<file path="config.mk">
export PLATFORM = sky130hd
export DESIGN_NAME = uart_rx_guard
export DESIGN_NICKNAME = d
export VERILOG_FILES = /design/src/rtl/uart_rx_guard_pkg.sv /design/src/rtl/uart_rx_guard_sync.sv /design/src/rtl/uart_rx_guard_ctrl.sv /design/src/rtl/uart_rx_guard_shreg.sv /design/src/rtl/uart_rx_guard.sv
export SDC_FILE = /design/constraint.sdc
export NUM_CORES = 1
export LEC_CHECK = 0
export ABC_CLOCK_PERIOD_IN_PS = 1500
export CAP_MARGIN = 15
export CORE_ASPECT_RATIO = 1.5
export CORE_MARGIN = 2
export CORE_UTILIZATION = 49
export CTS_CLUSTER_DIAMETER = 200
export CTS_CLUSTER_SIZE = 20
export DETAILED_ROUTE_END_ITERATION = 7
export PLACE_DENSITY = 0.73
export REMOVE_ABC_BUFFERS = 1
export SKIP_CTS_REPAIR_TIMING = 1
export SLEW_MARGIN = 20
export SYNTH_ARGS = -nofsm -noshare
export SYNTH_HDL_FRONTEND = slang
export SYNTH_HIERARCHICAL = 1
export SYNTH_SLANG_ARGS = --single-unit
</file>
<file path="constraint.sdc">
create_clock -name clk_i -period 1.5 [get_ports clk_i]
set_input_delay 0.15 -clock clk_i [delete_from_list [all_inputs] [get_ports clk_i]]
set_output_delay 0.15 -clock clk_i [all_outputs]
set_load 0.005 [all_outputs]
</file>
<file path="src/rtl/uart_rx_guard_pkg.sv">
package uart_rx_guard_pkg;
  typedef enum logic [1:0] {
    RX_IDLE  = 2'd0,
    RX_START = 2'd1,
    RX_DATA  = 2'd2,
    RX_STOP  = 2'd3
  } rx_state_e;
endpackage

</file>
<file path="src/rtl/uart_rx_guard_sync.sv">
module uart_rx_guard_sync #(
  parameter int unsigned STAGES = 2
) (
  input  logic clk_i,
  input  logic rst_ni,
  input  logic d_i,
  output logic q_o
);
  logic [STAGES-1:0] pipe_q;

  generate
    if (STAGES == 1) begin : g_one
      always_ff @(posedge clk_i or negedge rst_ni) begin
        if (!rst_ni) pipe_q <= '1;
        else         pipe_q <= d_i;
      end
    end else begin : g_many
      always_ff @(posedge clk_i or negedge rst_ni) begin
        if (!rst_ni) pipe_q <= '1;
        else         pipe_q <= {pipe_q[STAGES-2:0], d_i};
      end
    end
  endgenerate

  assign q_o = pipe_q[STAGES-1];
endmodule

</file>
<file path="src/rtl/uart_rx_guard_ctrl.sv">
module uart_rx_guard_ctrl
  import uart_rx_guard_pkg::*;
#(
  parameter int unsigned OVS       = 16,
  parameter int unsigned DATA_BITS = 8
) (
  input  logic clk_i,
  input  logic rst_ni,
  input  logic tick_i,
  input  logic line_i,
  output logic shift_o,
  output logic load_o,
  output logic valid_o,
  output logic frame_err_o,
  output logic glitch_o
);
  localparam int unsigned CNT_W = $clog2(OVS);
  localparam int unsigned BIT_W = (DATA_BITS > 1) ? $clog2(DATA_BITS) : 1;
  localparam logic [CNT_W-1:0] HALF_LAST = CNT_W'(OVS/2 - 1);
  localparam logic [CNT_W-1:0] FULL_LAST = CNT_W'(OVS - 1);
  localparam logic [BIT_W-1:0] BIT_LAST  = BIT_W'(DATA_BITS - 1);

  rx_state_e        state_q;
  logic [CNT_W-1:0] cnt_q;
  logic [BIT_W-1:0] bit_q;
  logic             last_q;
  logic             valid_q, ferr_q, glitch_q;

  wire fall_w    = last_q & ~line_i;
  wire full_w    = (cnt_q == FULL_LAST);
  wire half_w    = (cnt_q == HALF_LAST);

  assign shift_o = tick_i && (state_q == RX_DATA) && full_w;
  assign load_o  = tick_i && (state_q == RX_STOP) && full_w;

  always_ff @(posedge clk_i or negedge rst_ni) begin
    if (!rst_ni) begin
      state_q  <= RX_IDLE;
      cnt_q    <= '0;
      bit_q    <= '0;
      last_q   <= 1'b1;
      valid_q  <= 1'b0;
      ferr_q   <= 1'b0;
      glitch_q <= 1'b0;
    end else begin
      valid_q  <= 1'b0;
      ferr_q   <= 1'b0;
      glitch_q <= 1'b0;
      if (tick_i) begin
        last_q <= line_i;
        unique case (state_q)
          RX_IDLE: begin
            // edge-armed: a held-low line never re-arms
            if (fall_w) begin
              state_q <= RX_START;
              cnt_q   <= '0;
            end
          end
          RX_START: begin
            if (half_w) begin
              cnt_q <= '0;
              bit_q <= '0;
              if (line_i) begin
                glitch_q <= 1'b1;
                state_q  <= RX_IDLE;
              end else begin
                state_q  <= RX_DATA;
              end
            end else begin
              cnt_q <= cnt_q + CNT_W'(1);
            end
          end
          RX_DATA: begin
            if (full_w) begin
              cnt_q <= '0;
              if (bit_q == BIT_LAST) state_q <= RX_STOP;
              else                   bit_q   <= bit_q + BIT_W'(1);
            end else begin
              cnt_q <= cnt_q + CNT_W'(1);
            end
          end
          RX_STOP: begin
            if (full_w) begin
              // hunt resumes from the stop-bit centre
              cnt_q   <= '0;
              valid_q <= 1'b1;
              ferr_q  <= ~line_i;
              state_q <= RX_IDLE;
            end else begin
              cnt_q <= cnt_q + CNT_W'(1);
            end
          end
          default: state_q <= RX_IDLE;
        endcase
      end
    end
  end

  assign valid_o     = valid_q;
  assign frame_err_o = ferr_q;
  assign glitch_o    = glitch_q;


  excl_strobe_chk: assert property (@(posedge clk_i) disable iff (!rst_ni)
    !(glitch_o && valid_o));

  valid_pulse_chk: assert property (@(posedge clk_i) disable iff (!rst_ni)
    valid_o |=> !valid_o);

  glitch_pulse_chk: assert property (@(posedge clk_i) disable iff (!rst_ni)
    glitch_o |=> !glitch_o);

  ferr_with_valid_chk: assert property (@(posedge clk_i) disable iff (!rst_ni)
    frame_err_o |-> valid_o);

  hold_no_tick_chk: assert property (@(posedge clk_i) disable iff (!rst_ni)
    !tick_i |=> ($stable(state_q) && $stable(cnt_q)));

  no_rearm_low_chk: assert property (@(posedge clk_i) disable iff (!rst_ni)
    (state_q == RX_IDLE && tick_i && !last_q) |=> state_q == RX_IDLE);
endmodule

</file>
<file path="src/rtl/uart_rx_guard_shreg.sv">
module uart_rx_guard_shreg #(
  parameter int unsigned DATA_BITS = 8
) (
  input  logic                 clk_i,
  input  logic                 rst_ni,
  input  logic                 shift_i,
  input  logic                 load_i,
  input  logic                 line_i,
  output logic [DATA_BITS-1:0] data_o
);
  logic [DATA_BITS-1:0] sh_q, data_q;

  generate
    if (DATA_BITS == 1) begin : g_narrow
      always_ff @(posedge clk_i or negedge rst_ni) begin
        if (!rst_ni)      sh_q <= '0;
        else if (shift_i) sh_q <= line_i;
      end
    end else begin : g_wide
      // LSB arrives first: new bit enters at the top
      always_ff @(posedge clk_i or negedge rst_ni) begin
        if (!rst_ni)      sh_q <= '0;
        else if (shift_i) sh_q <= {line_i, sh_q[DATA_BITS-1:1]};
      end
    end
  endgenerate

  always_ff @(posedge clk_i or negedge rst_ni) begin
    if (!rst_ni)     data_q <= '0;
    else if (load_i) data_q <= sh_q;
  end

  assign data_o = data_q;


  data_hold_chk: assert property (@(posedge clk_i) disable iff (!rst_ni)
    !load_i |=> $stable(data_o));

  no_shift_on_load_chk: assert property (@(posedge clk_i) disable iff (!rst_ni)
    !(shift_i && load_i));
endmodule

</file>
<file path="src/rtl/uart_rx_guard.sv">
module uart_rx_guard #(
  parameter int unsigned OVS         = 16,
  parameter int unsigned DATA_BITS   = 8,
  parameter int unsigned SYNC_STAGES = 2
) (
  input  logic                 clk_i,
  input  logic                 rst_ni,
  input  logic                 tick_i,
  input  logic                 rxd_i,
  output logic [DATA_BITS-1:0] data_o,
  output logic                 valid_o,
  output logic                 frame_err_o,
  output logic                 glitch_o
);
  logic line_s, shift_w, load_w;

  uart_rx_guard_sync #(.STAGES(SYNC_STAGES)) i_sync (
    .clk_i (clk_i),
    .rst_ni(rst_ni),
    .d_i   (rxd_i),
    .q_o   (line_s)
  );

  uart_rx_guard_ctrl #(.OVS(OVS), .DATA_BITS(DATA_BITS)) i_ctrl (
    .clk_i      (clk_i),
    .rst_ni     (rst_ni),
    .tick_i     (tick_i),
    .line_i     (line_s),
    .shift_o    (shift_w),
    .load_o     (load_w),
    .valid_o    (valid_o),
    .frame_err_o(frame_err_o),
    .glitch_o   (glitch_o)
  );

  uart_rx_guard_shreg #(.DATA_BITS(DATA_BITS)) i_shreg (
    .clk_i  (clk_i),
    .rst_ni (rst_ni),
    .shift_i(shift_w),
    .load_i (load_w),
    .line_i (line_s),
    .data_o (data_o)
  );


  reset_quiet_chk: assert property (@(posedge clk_i) disable iff (!rst_ni)
    $rose(rst_ni) |-> (!valid_o && !glitch_o && !frame_err_o));
endmodule

</file>
Word-level counts from Yosys, hierarchy flattened
Cells that the tools add are included.
{ "totals": {"regBits": 31, "inputBits": 4, "out_inout_bits": 11, "elab_cells": 61} }
{ "classes": {"addsub": 2, "eq_ne": 12, "muxes": 25, "bitwise_logic": 2, "reduce_logical": 10} }
{ "op_table": {"columns": ["cell", "n"], "rows": [
  ["two-way mux 2 bit", 6],
  ["two-way mux 4 bit", 3],
  ["case mux 4 bit (3 select lines)", 1],
  ["two-way mux 1 bit", 10],
  ["two-way mux 3 bit", 3],
  ["inequality test 2 x 1 -> 1 bit (second input constant)", 4],
  ["case mux 2 bit (4 select lines)", 1],
  ["case mux 3 bit (2 select lines)", 1],
  ["AND reduction 6 bit", 1],
  ["AND reduction 5 bit", 1],
  ["adder 4 x 1 -> 4 bit (second input constant)", 1],
  ["== test 2 bit (second input constant)", 2],
  ["== test 4 x 3 -> 1 bit (second input constant)", 1],
  ["== test 4 bit (second input constant)", 1],
  ["logical AND 1 bit", 4],
  ["inequality test 2 bit (second input constant)", 2],
  ["adder 3 x 1 -> 3 bit (second input constant)", 1],
  ["== test 3 bit (second input constant)", 1],
  ["== test 2 x 1 -> 1 bit (second input constant)", 1],
  ["zero test 2 bit", 1],
  ["AND reduction 2 bit", 1],
  ["nonzero test 2 bit", 1],
  ["OR reduction 2 bit", 1],
  ["AND 1 bit", 1],
  ["inverter 1 bit", 1]
]} }

Longest topological paths before layout
{ "logic_depth": {"word_depth": 4, "mapped_depth": 5, "mapped_depth_nobuf": 5} }

Modules after synthesis
Netlist, hierarchy kept.
{ "modules_own_cells": {"columns": ["module", "instances", "cells_each", "area_per_inst_um2", "seq_area_each_um2"], "rows": [
  ["uart_rx_guard_ctrl", 1, 63, 665.6, 326.6],
  ["uart_rx_guard_shreg", 1, 34, 663.1, 400.4],
  ["uart_rx_guard_sync", 1, 2, 52.6, 52.6]
]} }

Worst setup path before layout
OpenSTA, ideal clock, no wires.
{ "synth_path": {"path_type": "register to register", "start": "register i_ctrl.bit_q[0]", "end": "register i_ctrl.bit_q[0]", "setup_ps": 125, "arrival_ps": 1435, "setup_slack_ps": -60, "path_stages_with_launch": 6, "n_path_buf": 0, "period_less_slack_ps": 1560, "cell_sequence": "dfrtp_1 > ha_1 > ha_1 > nor4_4 > nor2_1 > mux2_4"} }
{ "synth_between": {"elab_chain_len": 4} }
{ "synth_rtl": {"columns": ["element", "line_no", "rtl"], "rows": [
  ["start, declared", "uart_rx_guard_ctrl.sv:25", "logic [BIT_W-1:0] bit_q;"],
  ["start signal, assigned", "uart_rx_guard_ctrl.sv:77", "else bit_q <= bit_q + BIT_W'(1);"],
  ["adder 3 x 1 -> 3 bit", "uart_rx_guard_ctrl.sv:77", null],
  ["two-way mux 3 bit", "uart_rx_guard_ctrl.sv:76", "if (bit_q == BIT_LAST) state_q <= RX_STOP;"],
  ["two-way mux 3 bit", "uart_rx_guard_ctrl.sv:74", "if (full_w) begin"],
  ["case mux 3 bit (2 select lines)", "uart_rx_guard_ctrl.sv:51", "unique case (state_q)"]
]} }
Several ways; a longest one is shown, not always the timed one. The select of a mux whose other input is x is not followed.
A chain may end at the register's enable or synchronous reset.

Final worst setup path
{ "layout_path": {"start": "register i_ctrl.cnt_q[1]", "end": "register i_ctrl.bit_q[0]"} }
{ "layout_between": {"elab_chain_len": 3} }
{ "layout_rtl": {"columns": ["element", "line_no", "rtl"], "rows": [
  ["start, declared", "uart_rx_guard_ctrl.sv:24", "logic [CNT_W-1:0] cnt_q;"],
  ["start signal, assigned", "uart_rx_guard_ctrl.sv:70", "cnt_q <= cnt_q + CNT_W'(1);"],
  ["start signal, assigned", "uart_rx_guard_ctrl.sv:79", "cnt_q <= cnt_q + CNT_W'(1);"],
  ["start signal, assigned", "uart_rx_guard_ctrl.sv:90", "cnt_q <= cnt_q + CNT_W'(1);"],
  ["== test 4 bit or == test 4 x 3 -> 1 bit (tied branches)", "uart_rx_guard_ctrl.sv:30, uart_rx_guard_ctrl.sv:31", null],
  ["inequality test 2 x 1 -> 1 bit (no line)", null, null],
  ["AND reduction 5 bit (no line) (*)", null, null]
]} }
Mark *: on every way between the ends. The rest lies on a longest branch, timed or not.

==> run summary <==
During I/O placement, the number of pins put on the boundary was 15. The total number of clock tree sinks was 31; the period utilization was 101.7%. In the synthesized netlist the async set-or-reset flop fraction comes to 100.0%. For this design the static power due to leakage is 0.8361 nW. The layout overhead on the synthesized area was 32.16%; the total power consumption of the routed design was 2.349 mW.

The tools report the launching element type of the critical path as a flop. The count of endpoints failing setup in the final report was 1; the number of flops mapped to enable cells by yosys was 0. Clock-pin slew was measured on the worst setup and hold paths at 0.06 ns. The simple-gate area share of the yosys netlist was 11.59%; the post-synthesis sequential element count was 31. After detailed routing, the number of vias per cell comes to 5.192. In the global route stage, overall resource usage came out at 18.39%. The source-to-sink clock delay at the later pin of the worst-skew pair was 0.28 ns; the remaining max-slew budget at the tightest pin was 74.66%. Counting tap cells, the placed design contains a total of 162 instances. The floorplan step set the die width to 47.35 µm. The tools report the required time at the endpoint of the critical path as 1.66 ns. The number of CTS-inserted buffers came out at 5. For this design the ratio of total power to cell area is 1287 mW/mm².

Layout cell share with drive strength beyond 1: 43.70%. The first global-routing pass estimated 4126 µm of wire. The detailed placer's ending HPWL was 1781 µm. The maximum number of pins on one net before global-route repair was 32; the worst supply voltage drop on vdd was 1.086 mV. sky130_fd_sc_hd__dfrtp_1 takes more of the synthesized area than any other cell. Counting along the longest clock path gives a buffer depth of 2.

Once detail routing completed, the nets flagged for antenna violations numbered 0. The cell area after synthesis is 0.001381 mm². For the effective utilization at floorplan, the log shows 51.61%. Sorting the synthesized cells by area gives the leading types as sky130_fd_sc_hd__dfrtp_1, sky130_fd_sc_hd__mux2_4, sky130_fd_sc_hd__dfstp_2. The worst hold margin came out at 0.2724 ns.

The DRC violation count after routing is 0. The floorplan has 23 rows. The final-report hold violation count is 0, and the post-layout net count is 141. Summing all placed instances gives a cell area of 0.001655 mm².

The total count of max-transition violations in the final report is 0. Number of inserted diodes: 0. The run gives 0.001826 mm² as the design area.

The number of optimization iterations in the first detailed-route pass is 5. Timing analysis after detailed placement gives a worst setup slack of -0.2015 ns. The H-tree was split into 2 levels.

For the pin with the worst max-slew slack, the measured transition is 0.3801 ns. STA puts the critical path data arrival time at 1.69 ns. Setup repair after global routing could not meet its margin everywhere.

The run gives 0 as the max-cap check violation count. The routed design has 2593 µm of wire. The synthesized netlist devotes 4.982% of its cell area to compound gates. Portion of netlist area occupied by mux cells: 19.29%. The global-route congestion overflow total is 0. The worst setup margin was -0.02558 ns.

By area, the combinational part of the netlist is dominated by multiplexers. The logs give 56.43% for the sequential share of the synthesized area and -0.02558 ns for the total negative slack. The largest fanout of any net on the critical path was 5; the xor/xnor cell area share of the yosys netlist was 1.268%.

During placement, the flow inserted port buffers numbering 14. Endpoint kind of the worst setup timing path: a flop. For the initial detailed-routing violation count, the log shows 17. The initial antenna violation count came out at 0. The checks that failed: negative setup slack. Of the total synthesized cell area, the portion taken by full adders, half adders and majority gates is 2.717%.

The total die area is 0.003268 mm², and the placeable core area is 0.002676 mm². Leaving out filler cells and counting taps, the final layout contains 172. The post-route minimum period is 1.526 ns, and the post-synthesis area per instance is 13.95 µm². The run finished, with violations left. The clock arrives with 0.004849 ns of skew. Final standard cell utilization of the core: 68.21%. In the final routed layout, each cell accounts on average for 15.08 µm.

Yosys printed 6 warnings. Yosys mapped the design onto 25 distinct sky130hd cell types. The share of the synthesized area in the top cell type was 50.72%. By count the netlist is led by sky130_fd_sc_hd__dfrtp_1, sky130_fd_sc_hd__mux2_4, sky130_fd_sc_hd__nand3_1, sky130_fd_sc_hd__nor2_1, sky130_fd_sc_hd__o21ai_0.

Achievable clock frequency: 0.6555 GHz. Yosys instantiated no cell more often than sky130_fd_sc_hd__dfrtp_1. At the end of routability-driven placement, the weighted congestion stood at 0.9270. The cell count after synthesis came out at 99. TritonCTS built the clock tree. The worst setup path is of the flop to flop kind.

The most used flip-flop cell after synthesis is sky130_fd_sc_hd__dfrtp_1. The die is 69.03 µm tall. The path class of the lowest-slack min-delay path was input port to async pin. The tree is rooted in a sky130_fd_sc_hd__clkbuf_8.

Number of global-route vias before repair: 903. For this block, the via count after detailed routing is 893.
[cell type report]
cell class | instances | area [µm²]
clock buffers | 6 | 82.58
clock inverters | 2 | 35.03
fillers | 197 | 850.8
inverters | 3 | 11.26
multi-input cells | 60 | 583.1
flip-flops and latches | 31 | 780.7
well taps | 37 | 46.29
repair buffers | 33 | 286.5
[registers in the layout, summed over array words and instances, names as in the netlist, named ones only]
| name | cells |
|---|---|
| i_ctrl/bit_q | 3 |
| i_ctrl/cnt_q | 4 |
| i_ctrl/frame_err_o | 1 |
| i_ctrl/glitch_o | 1 |
| i_ctrl/last_q | 1 |
| i_ctrl/state_q | 1 |
| i_ctrl/valid_o | 1 |
| i_shreg/data_o | 8 |
| i_shreg/sh_q | 8 |
| i_sync/pipe_q | 2 |
[final timing paths]
kind | startpoint | end | slack [ns] | depth (start not counted)
worst max-delay path | i_ctrl/cnt_q[1] | i_ctrl/bit_q[0] | -0.03 | 6
worst min-delay path | rst_ni | i_shreg/data_o[2] | 0.27 | 2
worst max register to register | i_ctrl/cnt_q[1] | i_ctrl/bit_q[0] | -0.03 | 6
worst min register to register | i_sync/pipe_q[0] | i_sync/pipe_q[1] | 0.35 | 0
max in group asynchronous | rst_ni | i_ctrl/last_q | 0.90 | 2
min in group clk_i | rxd_i | i_sync/pipe_q[0] | 0.27 | 1
[critical path: stages (launching register included)]
cell and delay (ns):
sky130_fd_sc_hd__dfrtp_1 0.40, sky130_fd_sc_hd__ha_4 0.20, sky130_fd_sc_hd__nand2_4 0.06, sky130_fd_sc_hd__buf_6 0.13, sky130_fd_sc_hd__nor4_4 0.28, sky130_fd_sc_hd__nor2_2 0.09
sky130_fd_sc_hd__mux2_4 0.26
[cells in the final DEF, fill, tap and decap left out, types with 3 or more instances in the layout]
| cell | n |
|---|---|
| sky130_fd_sc_hd__buf_4 | 18 |
| sky130_fd_sc_hd__nor2_1 | 5 |
| sky130_fd_sc_hd__nand2_1 | 3 |
| sky130_fd_sc_hd__nand3_1 | 6 |
| sky130_fd_sc_hd__clkbuf_8 | 6 |
| sky130_fd_sc_hd__mux2_4 | 17 |
| sky130_fd_sc_hd__clkdlybuf4s50_1 | 14 |
| sky130_fd_sc_hd__dfstp_2 | 3 |
| sky130_fd_sc_hd__dfrtp_1 | 27 |
| sky130_fd_sc_hd__nor3_1 | 3 |
| sky130_fd_sc_hd__inv_1 | 3 |
| sky130_fd_sc_hd__o21ai_0 | 5 |
[cell families after synthesis]
| group | count (synthesis) |
|---|---|
| compound gates | 10 |
| xor+xnor | 2 |
| fa+ha+maj | 3 |
| buf+inv | 8 |
| flops | 31 |
| mux | 18 |
| simple gates | 27 |
[metal layers]
| layer | up-vias | part of all wire [%] | global-route usage, % |
|---|---|---|---|
| li1 | 416 | - | - |
| met3 | 13 | 4.2 | 5.497 |
| met1 | 436 | 38 | 20.38 |
| met4 | 0 | 4.5 | 12.96 |
| met5 | - | 0 | 0 |
| met2 | 28 | 53 | 28.08 |
[power breakdown]
| group | leakage (nW) | internal [mW] | switching (mW) |
|---|---|---|---|
| clock | 0.0612 | 0.536 | 0.292 |
| sequential | 0.413 | 0.920 | 0.105 |
| combinational | 0.361 | 0.249 | 0.246 |
Power figures use the tool's default switching activity.
